**config.mk**
```make
export PLATFORM = sky130hd
export DESIGN_NAME = cfg_key_lock
export DESIGN_NICKNAME = d
export VERILOG_FILES = /design/src/rtl/cfg_key_lock_pkg.sv /design/src/rtl/cfg_key_lock_ctrl.sv /design/src/rtl/cfg_key_lock_dp.sv /design/src/rtl/cfg_key_lock.sv
export SDC_FILE = /design/constraint.sdc
export NUM_CORES = 1
export LEC_CHECK = 0
export BUFFER_PORTS_ARGS = -buffer_cell sky130_fd_sc_hd__buf_2
export CORE_MARGIN = 2
export CORE_UTILIZATION = 22
export CTS_BUF_LIST = sky130_fd_sc_hd__clkbuf_8 sky130_fd_sc_hd__clkbuf_16
export DETAILED_ROUTE_END_ITERATION = 6
export GPL_TIMING_DRIVEN = 0
export PLACE_DENSITY = 0.75
export SYNTH_ARGS = -nofsm -noshare
export SYNTH_HDL_FRONTEND = slang
export SYNTH_SLANG_ARGS = --single-unit
```
**constraint.sdc**
```tcl
create_clock -name clk -period 1.16 [get_ports clk]
set_input_delay 0.232 -clock clk [delete_from_list [all_inputs] [get_ports clk]]
set_output_delay 0.232 -clock clk [all_outputs]
set_load 0.02 [all_outputs]
```
**src/rtl/cfg_key_lock_pkg.sv**
```systemverilog
package cfg_key_lock_pkg;
  localparam int DATA_W = 32;
  localparam int KEY_W  = 16;
  localparam int ADDR_W = 3;
  localparam logic [KEY_W-1:0] KEY_OPEN  = 16'hD42F;
  localparam logic [KEY_W-1:0] KEY_CLOSE = 16'h0000;

  typedef struct packed {
    logic setLock;
    logic clrLock;
  } lockCmd_t;
endpackage

```
**src/rtl/cfg_key_lock_ctrl.sv**
```systemverilog
module cfg_key_lock_ctrl
  import cfg_key_lock_pkg::*;
(
  input  logic              busWrEn,
  input  logic [ADDR_W-1:0] busAddr,
  input  logic [KEY_W-1:0]  keyIn,
  output lockCmd_t          cmd
);
  logic hitPrimary;

  always_comb begin
    hitPrimary  = (busAddr[ADDR_W-1:2] == '0);
    cmd.setLock = busWrEn && hitPrimary && (keyIn == KEY_OPEN);
    cmd.clrLock = busWrEn && hitPrimary && (keyIn == KEY_CLOSE);
  end
endmodule

```
**src/rtl/cfg_key_lock_dp.sv**
```systemverilog
module cfg_key_lock_dp
  import cfg_key_lock_pkg::*;
#(
  parameter int NUM_BANKS = 3
) (
  input  logic                 clk,
  input  logic                 rstN,
  input  lockCmd_t             cmd,
  input  logic [ADDR_W-1:0]    busAddr,
  output logic [DATA_W-1:0]    busRdData,
  output logic [NUM_BANKS-1:0] permitOut
);
  logic lockActive;

  always_ff @(posedge clk or negedge rstN) begin
    if (!rstN)            lockActive <= 1'b0;
    else if (cmd.setLock) lockActive <= 1'b1;
    else if (cmd.clrLock) lockActive <= 1'b0;
  end

  always_comb begin
    busRdData = '0;
    if (busAddr[ADDR_W-1:2] == '0) begin
      busRdData[DATA_W-1]  = lockActive;
      busRdData[KEY_W-1:0] = lockActive ? KEY_OPEN : KEY_CLOSE;
    end
  end

  for (genvar b = 0; b < NUM_BANKS; b++) begin : g_permit
    assign permitOut[b] = lockActive;
  end
endmodule

```
**src/rtl/cfg_key_lock.sv**
```systemverilog
module cfg_key_lock
  import cfg_key_lock_pkg::*;
#(
  parameter int NUM_BANKS = 3
) (
  input  logic                 clk,
  input  logic                 rstN,
  input  logic                 busWrEn,
  input  logic [2:0]           busAddr,
  input  logic [31:0]          busWrData,
  output logic [31:0]          busRdData,
  output logic [NUM_BANKS-1:0] permitOut
);
  lockCmd_t cmd;
  logic [DATA_W-KEY_W-1:0] unusedHi;

  assign unusedHi = busWrData[DATA_W-1:KEY_W];

  cfg_key_lock_ctrl i_ctrl (
    .busWrEn (busWrEn),
    .busAddr (busAddr),
    .keyIn   (busWrData[KEY_W-1:0]),
    .cmd     (cmd)
  );

  cfg_key_lock_dp #(.NUM_BANKS(NUM_BANKS)) i_dp (
    .clk       (clk),
    .rstN      (rstN),
    .cmd       (cmd),
    .busAddr   (busAddr),
    .busRdData (busRdData),
    .permitOut (permitOut)
  );
endmodule

```
## After elaboration in Yosys (flattened, before gate mapping)

Index checks and enable logic that the tools add are counted.

- Register bits: 1
- Bits of input ports: 38

- Reduce and logical (&&, ||, !) cells: 5
- Equal/unequal tests: 1
- Bitwise operators: 1
- Muxes and demuxes: 5

Operators by type and width:

| kind | number |
|---|---|
| 2-to-1 mux 16 bit | 2 |
| == test 16 bit, second input constant | 1 |
| zero test 16 bit | 1 |
| logical AND 1 bit | 3 |
| 2-to-1 mux 1 bit | 3 |
| nonzero test 2 bit | 1 |
| inverter 1 bit | 1 |

## Depth between registers and ports, before layout

Gate-level depths: netlist of the first run.

- Depth after elaboration: 5
- Gate-level depth with buffers: 4

## Cells and area by module

From an unflattened synthesis of the first run, not the netlist that was laid out.

- Cells, all modules: 52
- Area total of the unflattened synthesis: 372.9 um^2

By module, submodules not included:

| module | cells an instance | seq. area each (um^2) | times used | area an instance (um^2) |
|---|---|---|---|---|
| cfg_key_lock_dp | 39 | 25.0 | 1 | 301.5 |
| cfg_key_lock_ctrl | 13 | 0.0 | 1 | 71.3 |

## Least setup slack after synthesis of the first run

OpenSTA, ideal clock, no wires.

- Kind: flip-flop to output port
- From: reg i_dp.lockActive
- To: out busRdData[10]
- Cell stages (with the launch flop): 3
- Arrival: 1269 ps
- Required time: 928 ps
- Path slack: -341 ps
- Cell sequence: dfrtp_1 -> nor2b_1 -> buf_4

- Longest elaborated chain between the ends: 2

Ends and longest elaborated chain:

| element | line | source |
|---|---|---|
| start: declaration | cfg_key_lock_dp.sv:13 | `logic lockActive;` |
| start signal: assignment | cfg_key_lock_dp.sv:16 | `if (!rstN) lockActive <= 1'b0;` |
| start signal: assignment | cfg_key_lock_dp.sv:17 | `else if (cmd.setLock) lockActive <= 1'b1;` |
| start signal: assignment | cfg_key_lock_dp.sv:18 | `else if (cmd.clrLock) lockActive <= 1'b0;` |
| 2-to-1 mux 16 bit | cfg_key_lock_dp.sv:25 | `busRdData[KEY_W-1:0] = lockActive ? KEY_OPEN : KEY_CLOSE;` |
| 2-to-1 mux 16 bit | cfg_key_lock_dp.sv:23 | `if (busAddr[ADDR_W-1:2] == '0) begin` |
| end: declaration | cfg_key_lock.sv:11 | `output logic [31:0] busRdData,` |

No other way between the ends.

## Worst setup path in the final report of the first run

- From: in busWrData[8]
- To: reg i_dp.lockActive

- Longest elaborated chain between the ends: 3

Ends and longest elaborated chain:

| element | line | source |
|---|---|---|
| start: declaration | cfg_key_lock.sv:10 | `input logic [31:0] busWrData,` |
| == test 16 bit / zero test 16 bit (equally long branches) | cfg_key_lock_ctrl.sv:13, cfg_key_lock_ctrl.sv:14 |  |
| logical AND 1 bit, on equally long branches | cfg_key_lock_ctrl.sv:13, cfg_key_lock_ctrl.sv:14 |  |
| 2-to-1 mux 1 bit / nonzero test 2 bit (equally long branches) | - |  |

Several ways; a longest one is shown, not always the timed one.
A chain may end at the register's enable or synchronous reset.

==> results of run 1 <==
-- cell usage after synthesis --
cell	n	area share [%]
o21ai_0	1	1.4
o41ai_1	1	2.4
nor4_1	1	1.7
nand3_1	2	2.7
nand2_1	1	1.0
dfrtp_1	1	6.8
buf_4	34	70
conb_1	1	1.0
nor3_1	2	2.7
nor2b_1	1	1.7
nand4_1	1	1.7
nor2_1	1	1.0
nand4b_1	1	2.4
nor4_2	1	3.4
-- cell usage in the layout, fill, tap and decap left out, drive strengths merged --
| cell type | synthesis | final |
|---|---|---|
| nand4 | 1 | 1 |
| nor2 | 1 | 1 |
| o41ai | 1 | 1 |
| nand2 | 1 | 1 |
| nand4b | 1 | 1 |
| nand3 | 2 | 2 |
| nor2b | 1 | 2 |
| dfrtp | 1 | 1 |
| o21ai | 1 | 1 |
| buf | 34 | 66 |
| conb | 1 | 22 |
| nor3 | 2 | 2 |
| nor4 | 2 | 2 |
-- path summary, 6_finish.rpt --
path                                 start               to  slack (ns)  cells past startpoint
max in group asynchronous             rstN  i_dp.lockActive        1.06                      1
max                           busWrData[8]  i_dp.lockActive       -0.03                      5
min reg2reg                i_dp.lockActive  i_dp.lockActive        0.60                      2
max reg2reg                i_dp.lockActive  i_dp.lockActive        0.42                      2
min                                   rstN  i_dp.lockActive        0.01                      1
min in group clk              busWrData[2]  i_dp.lockActive        0.52                      3
-- worst max-delay path, cell delays in order --
cell	delay (ns)
buf_6	0.10
nor4_4	0.26
nand4b_1	0.20
o21ai_2	0.19
o41ai_2	0.08
-- cell type report --
| class | count | area, um^2 |
|---|---|---|
| repair buffers | 32 | 173 |
| fillers | 148 | 846 |
| well taps | 16 | 20.0 |
| plain buffers | 34 | 255 |
| multi-input cells | 36 | 205 |
| flip-flops and latches | 1 | 25.0 |
-- layer usage --
layer | vias up | routed length, um
met5 | - | 0
met4 | 0 | 0
met3 | 0 | 149
met2 | 33 | 547
met1 | 167 | 267
li1 | 216 | -
-- power by group --
part	switching, mW	internal (mW)
Combinational	0.0971	0.0816
Clock	0	0
Sequential	0.0000232	0.0355
-- through the flow --
stage          total power, mW  setup TNS (ns)  cell area [um^2]  utilization, %  hold slack (ns)
5_1_grt                  0.227          -0.579               678            44.5           0.0156
2_1_floorplan            0.161               0               452               -          -0.0636
6_report                 0.214         -0.0333               678            44.5          0.00960
3_3_place_gp             0.198         -0.0497               632            41.5          0.00725
3_5_place_dp             0.200          -0.245               632            41.5           0.0103
4_1_cts                  0.204               0               659            43.3           0.0106
-- kinds of logic after synthesis --
family,after synthesis,share of synthesized area [%]
compound gates,2,3.77
buf+inv,34,69.9
flops,1,6.85
other cells,1,1.03
simple gates,11,18.5
-- what timing repair did --
action,4_1_cts,5_1_grt
pin swaps,4,3
endpoints found under the setup margin,10,10
resized for setup,4,3
cloned,1,0
endpoints found under the hold margin,0,0
==> reports/qor.json, run 1 <==
{
  "yosys_register_bits": {"value": 1},
  "worstPathRequired": {"value": 1.03, "unit": "ns"},
  "gr-usage-met2": {"value": 18.0, "unit": "%"},
  "worstSetupPathType": {"value": "in2reg"},
  "syn_area_per_cell": {"value": 7.46, "unit": "um^2"},
  "via_per_inst": {"value": 3.50},
  "globalRouteMet1Util": {"value": 7.75, "unit": "%"},
  "yosysUniqueCellTypes": {"value": 14},
  "clk_latency": {"value": 0, "unit": "ns"},
  "largest_register_ff_count": {"value": 1},
  "ir_worst_vdd": {"value": 127, "unit": "uV"},
  "final-hold-violation-count": {"value": 0},
  "vias": {"value": 416},
  "grt_antenna_before_repair": {"value": 0},
  "dpl_worst_slack": {"value": -0.0798, "unit": "ns"},
  "drt-wirelength-per-cell": {"value": 8.10, "unit": "um"},
  "std_cell_rows": {"value": 14},
  "drt_first_pass_iters": {"value": 2},
  "worstSetupEndpointType": {"value": "register"},
  "first_global_vias": {"value": 310},
  "worst_setup_path_start_kind": {"value": "input port"},
  "syn-cell-area": {"value": 365, "unit": "um^2"},
  "register_name_with_the_most_flops": {"value": "i_dp.lockActive"},
  "place_congestion": {"value": 0.586},
  "dp_cells": {"value": 118},
  "post_cts_setup_buffer_count": {"value": 0},
  "largestRegisters": {"value": "i_dp.lockActive (1)"},
  "synthesis.instances": {"value": 49},
  "grt_max_degree": {"value": 7},
  "fp.dieArea": {"value": 2000, "unit": "um^2"},
  "layout-area-overhead-vs-synth": {"value": 85.6, "unit": "%"},
  "die_h": {"value": 44.8, "unit": "um"},
  "dr.first_iter.drc_count": {"value": 2},
  "final_max_slew_viol_count": {"value": 0},
  "io-pin-count": {"value": 73},
  "run_status": {"value": "finished, violations left"},
  "fmax": {"value": 842, "unit": "MHz"},
  "final_period_minus_worst_setup_slack": {"value": 1.19, "unit": "ns"},
  "fin_skew": {"value": 0, "unit": "ns"},
  "global_route.usage.met3": {"value": 0.400, "unit": "%"},
  "final_critical_path_setup_slack": {"value": -0.0277, "unit": "ns"},
  "path_clk_slew": {"value": 0, "unit": "ns"},
  "global_route_wire_length_before_repair": {"value": 1.26, "unit": "mm"},
  "power.static_leakage": {"value": 0.447, "unit": "nW"},
  "die_width": {"value": 44.8, "unit": "um"},
  "postCtsHoldBufs": {"value": 0},
  "ys_warn_count": {"value": 0},
  "worst-endpoint-arrival": {"value": 1.06, "unit": "ns"},
  "rsz_0062_raised_after_global_routing": {"value": "yes"},
  "port-buffer-count": {"value": 32},
  "min-delay-path-class": {"value": "in2async"},
  "layout.nets": {"value": 143},
  "layout-drive-gt1-share": {"value": 68.9, "unit": "%"},
  "drcViolationCount": {"value": 0},
  "violations": {"value": "setup timing"},
  "num_antenna_cells": {"value": 0},
  "core_area": {"value": 1520, "unit": "um^2"},
  "antenna_left": {"value": 0},
  "synth.yosys.seq_area_share": {"value": 6.85, "unit": "%"},
  "layout.cells.non_filler": {"value": 119},
  "crit_path_max_fanout": {"value": 2},
  "grt_util_all_layers": {"value": 7.95, "unit": "%"},
  "drv_cap": {"value": 0},
  "pwr_density_cell": {"value": 316, "unit": "nW/um^2"},
  "route.final.wire_length": {"value": 964, "unit": "um"},
  "report.final.setup_viol": {"value": 3},
  "grt_most_used_layer": {"value": "met2"},
  "start_util": {"value": 24.0, "unit": "%"},
  "overflow": {"value": 0},
  "final_min_period_over_clock_period": {"value": 102, "unit": "%"}
}
(Power assumes the default switching activity.)
==> run 2: changes to the inputs <==
--- a/config.mk
+++ b/config.mk
@@ -5,12 +5,12 @@
 export SDC_FILE = /design/constraint.sdc
 export NUM_CORES = 1
 export LEC_CHECK = 0
+export ABC_CLOCK_PERIOD_IN_PS = 1160
 export BUFFER_PORTS_ARGS = -buffer_cell sky130_fd_sc_hd__buf_2
-export CORE_MARGIN = 2
+export CORE_MARGIN = 3
 export CORE_UTILIZATION = 22
 export CTS_BUF_LIST = sky130_fd_sc_hd__clkbuf_8 sky130_fd_sc_hd__clkbuf_16
 export DETAILED_ROUTE_END_ITERATION = 6
-export GPL_TIMING_DRIVEN = 0
 export PLACE_DENSITY = 0.75
 export SYNTH_ARGS = -nofsm -noshare
 export SYNTH_HDL_FRONTEND = slang
==> reports/qor.json, run 2 (synthesis gave the netlist of run 1 again) <==
{
  "largest_register_ff_count": {"value": 1, "change": "unchanged"},
  "fin_skew": {"value": 0, "unit": "ns", "change": "unchanged"},
  "via_per_inst": {"value": 3.68, "change": "was 3.50"},
  "antenna_left": {"value": 0, "change": "unchanged"},
  "drt_first_pass_iters": {"value": 4, "change": "was 2"},
  "grt_antenna_before_repair": {"value": 0, "change": "unchanged"},
  "postCtsHoldBufs": {"value": 0, "change": "unchanged"},
  "drt-wirelength-per-cell": {"value": 9.61, "unit": "um", "change": "was 8.10 um"},
  "layout.nets": {"value": 108, "change": "was 143"},
  "dr.first_iter.drc_count": {"value": 3, "change": "was 2"},
  "overflow": {"value": 0, "change": "unchanged"},
  "rsz_0062_raised_after_global_routing": {"value": "yes", "change": "unchanged"},
  "mostFrequentLayoutCell": {"value": "buf_2", "change": "was buf_4"},
  "mostFrequentLayoutCells": {"value": "buf_2, conb_1, nor3_1, nand3_1, buf_6", "change": "was buf_4, buf_2, conb_1"},
  "fp.dieArea": {"value": 2190, "unit": "um^2", "change": "was 2000 um^2"},
  "reg2reg_setup_slack": {"value": 0.45, "unit": "ns", "change": "was 0.42 ns"},
  "worstPathRequired": {"value": 1.03, "unit": "ns", "change": "about the same"},
  "final-hold-violation-count": {"value": 0, "change": "unchanged"},
  "port-buffer-count": {"value": 32, "change": "unchanged"},
  "largestRegisters": {"value": "i_dp.lockActive (1)", "change": "unchanged"},
  "layout-drive-gt1-share": {"value": 52.9, "unit": "%", "change": "was 68.9%"},
  "final_critical_path_setup_slack": {"value": -0.0322, "unit": "ns", "change": "was -0.0277 ns"},
  "route.final.wire_length": {"value": 807, "unit": "um", "change": "was 964 um"},
  "worstSetupPathType": {"value": "in2reg", "change": "unchanged"},
  "final_min_period_over_clock_period": {"value": 103, "unit": "%", "change": "was 102%"},
  "die_width": {"value": 46.8, "unit": "um", "change": "was 44.8 um"},
  "worstSetupEndpointType": {"value": "register", "change": "unchanged"},
  "grt_util_all_layers": {"value": 5.07, "unit": "%", "change": "was 7.95%"},
  "filler_cell_count": {"value": 178, "change": "was 148"},
  "die_h": {"value": 46.8, "unit": "um", "change": "was 44.8 um"},
  "start_util": {"value": 23.7, "unit": "%", "change": "was 24.0%"},
  "num_antenna_cells": {"value": 0, "change": "unchanged"},
  "register_name_with_the_most_flops": {"value": "i_dp.lockActive", "change": "unchanged"},
  "place_congestion": {"value": 0.474, "change": "was 0.586"},
  "path_clk_slew": {"value": 0, "unit": "ns", "change": "about the same"},
  "io-pin-count": {"value": 73, "change": "unchanged"},
  "layout-area-overhead-vs-synth": {"value": 12.0, "unit": "%", "change": "was 85.6%"},
  "worst_setup_path_start_kind": {"value": "input port", "change": "unchanged"},
  "grt_max_degree": {"value": 11, "change": "was 7"},
  "first_global_vias": {"value": 225, "change": "was 310"},
  "report.final.setup_viol": {"value": 1, "change": "was 3"},
  "regToRegStartpoint": {"value": "i_dp.lockActive", "change": "unchanged"},
  "min-delay-path-class": {"value": "in2async", "change": "unchanged"},
  "vias": {"value": 309, "change": "was 416"},
  "power.static_leakage": {"value": 0.259, "unit": "nW", "change": "was 0.447 nW"},
  "final_max_slew_viol_count": {"value": 0, "change": "unchanged"},
  "std_cell_rows": {"value": 14, "change": "unchanged"},
  "timing.rr.end": {"value": "i_dp.lockActive", "change": "unchanged"},
  "drv_cap": {"value": 0, "change": "unchanged"},
  "ir_worst_vdd": {"value": 101, "unit": "uV", "change": "was 127 uV"},
  "crit_path_max_fanout": {"value": 2, "change": "unchanged"},
  "finish.instance_area": {"value": 409, "unit": "um^2", "change": "was 678 um^2"},
  "global_route_wire_length_before_repair": {"value": 834, "unit": "um", "change": "was 1.26 mm"},
  "hpwlAfterDp": {"value": 667, "unit": "um"},
  "worst-endpoint-arrival": {"value": 1.06, "unit": "ns", "change": "about the same"},
  "pwr_density_cell": {"value": 374, "unit": "nW/um^2", "change": "was 316 nW/um^2"},
  "core_area": {"value": 1540, "unit": "um^2", "change": "was 1520 um^2"},
  "clk_latency": {"value": 0, "unit": "ns", "change": "about the same"},
  "area_post_placement": {"value": 377, "unit": "um^2", "change": "was 632 um^2"},
  "dpl_worst_slack": {"value": -0.115, "unit": "ns", "change": "was -0.0798 ns"},
  "run_status": {"value": "finished, violations left", "change": "unchanged"},
  "violations": {"value": "setup timing", "change": "unchanged"},
  "drcViolationCount": {"value": 0, "change": "unchanged"},
  "fmax": {"value": 839, "unit": "MHz", "change": "was 842 MHz"},
  "worst-r2r-cell-count": {"value": 2, "change": "unchanged"},
  "final_period_minus_worst_setup_slack": {"value": 1.19, "unit": "ns", "change": "about the same"}
}
[run 2: changes by cell type in the layout (fill, tap and decap cells not counted)]
| cell | delta |
|---|---|
| nor2b_4 | -1 |
| buf_4 | -34 |
[run 2: metrics by stage]
| stage | hold slack [ns] | util, % | power [mW] | std cells | setup TNS (ns) |
|---|---|---|---|---|---|
| after floorplan | -0.0636 | - | 0.161 | 70 | 0 |
| after global placement | 0.00790 | 24.4 | 0.140 | 84 | -0.0632 |
| after detailed placement | 0.00828 | 24.4 | 0.142 | 84 | -0.115 |
| after CTS | 0.00852 | 26.3 | 0.151 | 84 | -0.00791 |
| after global routing | 0.0153 | 26.5 | 0.163 | 84 | -0.0640 |
| final | 0.00703 | 26.5 | 0.153 | 84 | -0.0322 |
[run 2: area by class of cell]
class | count | area (um^2) | area share, %
Tap cell | 16 | 20.0 | 4.89
Multi-Input combinational cell | 35 | 191 | 46.8
Sequential cell | 1 | 25.0 | 6.12
Timing Repair Buffer | 32 | 173 | 42.2
[run 2: critical path, cell delays in order]
cell,delay [ns]
buf_6,0.10
nor4_4,0.25
nand4b_1,0.20
o21ai_2,0.19
o41ai_2,0.09
[run 2: worst max path at each step]
| stage | start | endpoint | cells past startpoint |
|---|---|---|---|
| 6_report | busWrData[13] | i_dp.lockActive | 5 |
| 5_1_grt | busWrData[13] | i_dp.lockActive | 5 |
| 4_1_cts | busWrData[13] | i_dp.lockActive | 5 |
| 3_5_place_dp | busWrData[9] | i_dp.lockActive | 4 |
| 3_3_place_gp | busWrData[9] | i_dp.lockActive | 4 |
| 2_1_floorplan | i_dp.lockActive | busRdData[10] | 2 |
[run 2: power breakdown]
part / total, mW / switching, mW / leakage [nW] / internal [mW]
Clock: 0 / 0 / 0 / 0
Sequential: 0.0355 / 0.0000169 / 0.0140 / 0.0355
Combinational: 0.117 / 0.0855 / 0.245 / 0.0320
[run 2: what timing repair did]
action                                 4_1_cts  5_1_grt
setup endpoints to repair                    1        1
gates resized for setup                      5        1
endpoints found under the hold margin        0        0
setup buffers                                0        0
pin swaps                                    4        0
[run 2: per-layer routing]
layer  global-route usage [%]  wire length, um  up-vias
met2                     13.5              475       30
met5                        0                0        -
met1                     3.43              190      135
li1                         -                -      144
met3                    0.383              140        0
met4                        0                0        0
==> run 3: changes to the inputs <==
--- a/config.mk
+++ b/config.mk
@@ -5,13 +5,14 @@
 export SDC_FILE = /design/constraint.sdc
 export NUM_CORES = 1
 export LEC_CHECK = 0
-export ABC_CLOCK_PERIOD_IN_PS = 1160
+export ABC_CLOCK_PERIOD_IN_PS = 1000
 export BUFFER_PORTS_ARGS = -buffer_cell sky130_fd_sc_hd__buf_2
 export CORE_MARGIN = 3
 export CORE_UTILIZATION = 22
 export CTS_BUF_LIST = sky130_fd_sc_hd__clkbuf_8 sky130_fd_sc_hd__clkbuf_16
 export DETAILED_ROUTE_END_ITERATION = 6
 export PLACE_DENSITY = 0.75
+export SLEW_MARGIN = 20
 export SYNTH_ARGS = -nofsm -noshare
 export SYNTH_HDL_FRONTEND = slang
 export SYNTH_SLANG_ARGS = --single-unit
==> constraint.sdc (replaced) <==
create_clock -name clk -period 1 [get_ports clk]
set_input_delay 0.2 -clock clk [delete_from_list [all_inputs] [get_ports clk]]
set_output_delay 0.2 -clock clk [all_outputs]
set_load 0.02 [all_outputs]
==> reports/qor.json, run 3 (synthesis gave the netlist of run 1 again) <==
{
  "final_max_slew_viol_count": {"value": 0, "change": "unchanged"},
  "drcViolationCount": {"value": 0, "change": "unchanged"},
  "core_area": {"value": 1540, "unit": "um^2", "change": "unchanged"},
  "violations": {"value": "setup timing", "change": "unchanged"},
  "layout-drive-gt1-share": {"value": 52.9, "unit": "%", "change": "about the same"},
  "grt_antenna_before_repair": {"value": 0, "change": "unchanged"},
  "mostFrequentLayoutCell": {"value": "buf_2", "change": "unchanged"},
  "overflow": {"value": 0, "change": "unchanged"},
  "worstSetupEndpointType": {"value": "register", "change": "unchanged"},
  "finish.instance_area": {"value": 433, "unit": "um^2", "change": "was 409 um^2"},
  "path_clk_slew": {"value": 0, "unit": "ns", "change": "about the same"},
  "num_antenna_cells": {"value": 0, "change": "unchanged"},
  "drt_first_pass_iters": {"value": 4, "change": "unchanged"},
  "via_per_inst": {"value": 3.73, "change": "was 3.68"},
  "first_global_vias": {"value": 234, "change": "was 225"},
  "crit_path_max_fanout": {"value": 2, "change": "unchanged"},
  "worstPathRequired": {"value": 0.87, "unit": "ns", "change": "was 1.03 ns"},
  "fp.dieArea": {"value": 2190, "unit": "um^2", "change": "unchanged"},
  "global_route_wire_length_before_repair": {"value": 897, "unit": "um", "change": "was 834 um"},
  "final-hold-violation-count": {"value": 0, "change": "unchanged"},
  "register_name_with_the_most_flops": {"value": "i_dp.lockActive", "change": "unchanged"},
  "die_width": {"value": 46.8, "unit": "um", "change": "unchanged"},
  "layout.nets": {"value": 110, "change": "was 108"},
  "power.static_leakage": {"value": 0.266, "unit": "nW", "change": "was 0.259 nW"},
  "drt-wirelength-per-cell": {"value": 10.0, "unit": "um", "change": "was 9.61 um"},
  "port-buffer-count": {"value": 32, "change": "unchanged"},
  "ir_worst_vdd": {"value": 117, "unit": "uV", "change": "was 101 uV"},
  "route.final.wire_length": {"value": 860, "unit": "um", "change": "was 807 um"},
  "fin_skew": {"value": 0, "unit": "ns", "change": "unchanged"},
  "mostFrequentLayoutCells": {"value": "buf_2, conb_1", "change": "was buf_2, conb_1, nor3_1, nand3_1, buf_6"},
  "worstSetupPathType": {"value": "in2reg", "change": "unchanged"},
  "start_util": {"value": 23.7, "unit": "%", "change": "unchanged"},
  "final_period_minus_worst_setup_slack": {"value": 1.16, "unit": "ns"},
  "worst-endpoint-arrival": {"value": 1.03, "unit": "ns", "change": "was 1.06 ns"},
  "vias": {"value": 321, "change": "was 309"},
  "fmax": {"value": 863, "unit": "MHz"},
  "largest_register_ff_count": {"value": 1, "change": "unchanged"},
  "die_h": {"value": 46.8, "unit": "um", "change": "unchanged"},
  "largestRegisters": {"value": "i_dp.lockActive (1)", "change": "unchanged"},
  "hpwlAfterDp": {"value": 667, "unit": "um", "change": "unchanged"},
  "antenna_left": {"value": 0, "change": "unchanged"},
  "clk_latency": {"value": 0, "unit": "ns", "change": "about the same"},
  "std_cell_rows": {"value": 14, "change": "unchanged"},
  "power.total": {"value": 183, "unit": "uW", "change": "was 153 uW"},
  "hold-worst-slack": {"value": 0.498, "unit": "ns", "change": "was 0.00703 ns"},
  "worst_setup_path_start_kind": {"value": "input port", "change": "unchanged"},
  "final_critical_path_setup_slack": {"value": -0.159, "unit": "ns", "change": "was -0.0322 ns"},
  "rsz_0062_raised_after_global_routing": {"value": "yes", "change": "unchanged"},
  "place_congestion": {"value": 0.474, "change": "unchanged"},
  "dr.first_iter.drc_count": {"value": 3, "change": "unchanged"},
  "area_post_placement": {"value": 377, "unit": "um^2", "change": "unchanged"},
  "io-pin-count": {"value": 73, "change": "unchanged"},
  "report.final.setup_viol": {"value": 11, "change": "was 1"},
  "pwr_density_cell": {"value": 422, "unit": "nW/um^2", "change": "was 374 nW/um^2"},
  "min-delay-path-class": {"value": "in2reg", "change": "was in2async"},
  "layout-area-overhead-vs-synth": {"value": 18.5, "unit": "%", "change": "was 12.0%"},
  "drv_cap": {"value": 0, "change": "unchanged"},
  "grt_util_all_layers": {"value": 5.61, "unit": "%", "change": "was 5.07%"},
  "grt_max_degree": {"value": 7, "change": "was 11"},
  "run_status": {"value": "finished, violations left", "change": "unchanged"},
  "final_min_period_over_clock_period": {"value": 116, "unit": "%"}
}
run 3: changes by cell type in the layout (fill, tap and decap cells not counted):
cell,before,now
dlygate4sd3_1,0,1
nor2b_4,1,2
run 3: repair_timing:
action | CTS | global route
setup buffers | 0 | 0
hold buffers | 1 | 0
gates resized for setup | 6 | 1
pin swaps | 4 | 0
hold endpoints to repair | 1 | 0
setup endpoints to repair | 11 | 11
cloned | 1 | 0
run 3: through the flow:
step	instances	utilization (%)	TNS, ns	setup slack, ns
global route	86	28.1	-1.03	-0.192
finish	86	28.1	-0.336	-0.159
global placement	84	24.4	-0.191	-0.191
detailed placement	84	24.4	-0.588	-0.243
floorplan	70	-	-0.649	-0.0722
CTS	86	27.8	-0.167	-0.136
run 3: layer usage:
metal  global-route usage, %  vias to the layer above  share of wire, %
met3                       0                        0                15
li1                        -                      149                 -
met5                       0                        -                 0
met4                       0                        0                 0
met1                    3.66                      142                24
met2                    15.4                       30                60
run 3: worst max-delay path, stage by stage:
cell      delay, ns
buf_6          0.10
nor4_4         0.25
nand4b_1       0.20
o21ai_2        0.19
o41ai_2        0.09
run 3: path summary, 6_finish.rpt:
| kind | start | end | slack [ns] | cells after the start |
|---|---|---|---|---|
| max | busWrData[13] | i_dp.lockActive | -0.16 | 5 |
| min | busWrData[2] | i_dp.lockActive | 0.50 | 3 |
| min reg2reg | i_dp.lockActive | i_dp.lockActive | 0.61 | 2 |
| max reg2reg | i_dp.lockActive | i_dp.lockActive | 0.26 | 2 |
| max in group asynchronous | rstN | i_dp.lockActive | 0.38 | 2 |
| min in group asynchronous | rstN | i_dp.lockActive | 0.53 | 2 |
run 3: report_power, final:
part / switching, mW / internal, mW
sequential: 0.0000256 / 0.0412
combinational: 0.102 / 0.0398
clock: 0 / 0
run 3: area by class of cell:
class                      instances  area [um^2]
timing repair buffer              33          183
multi-input combinational         36          205
sequential                         1         25.0
fill                             174         1110
tap                               16         20.0
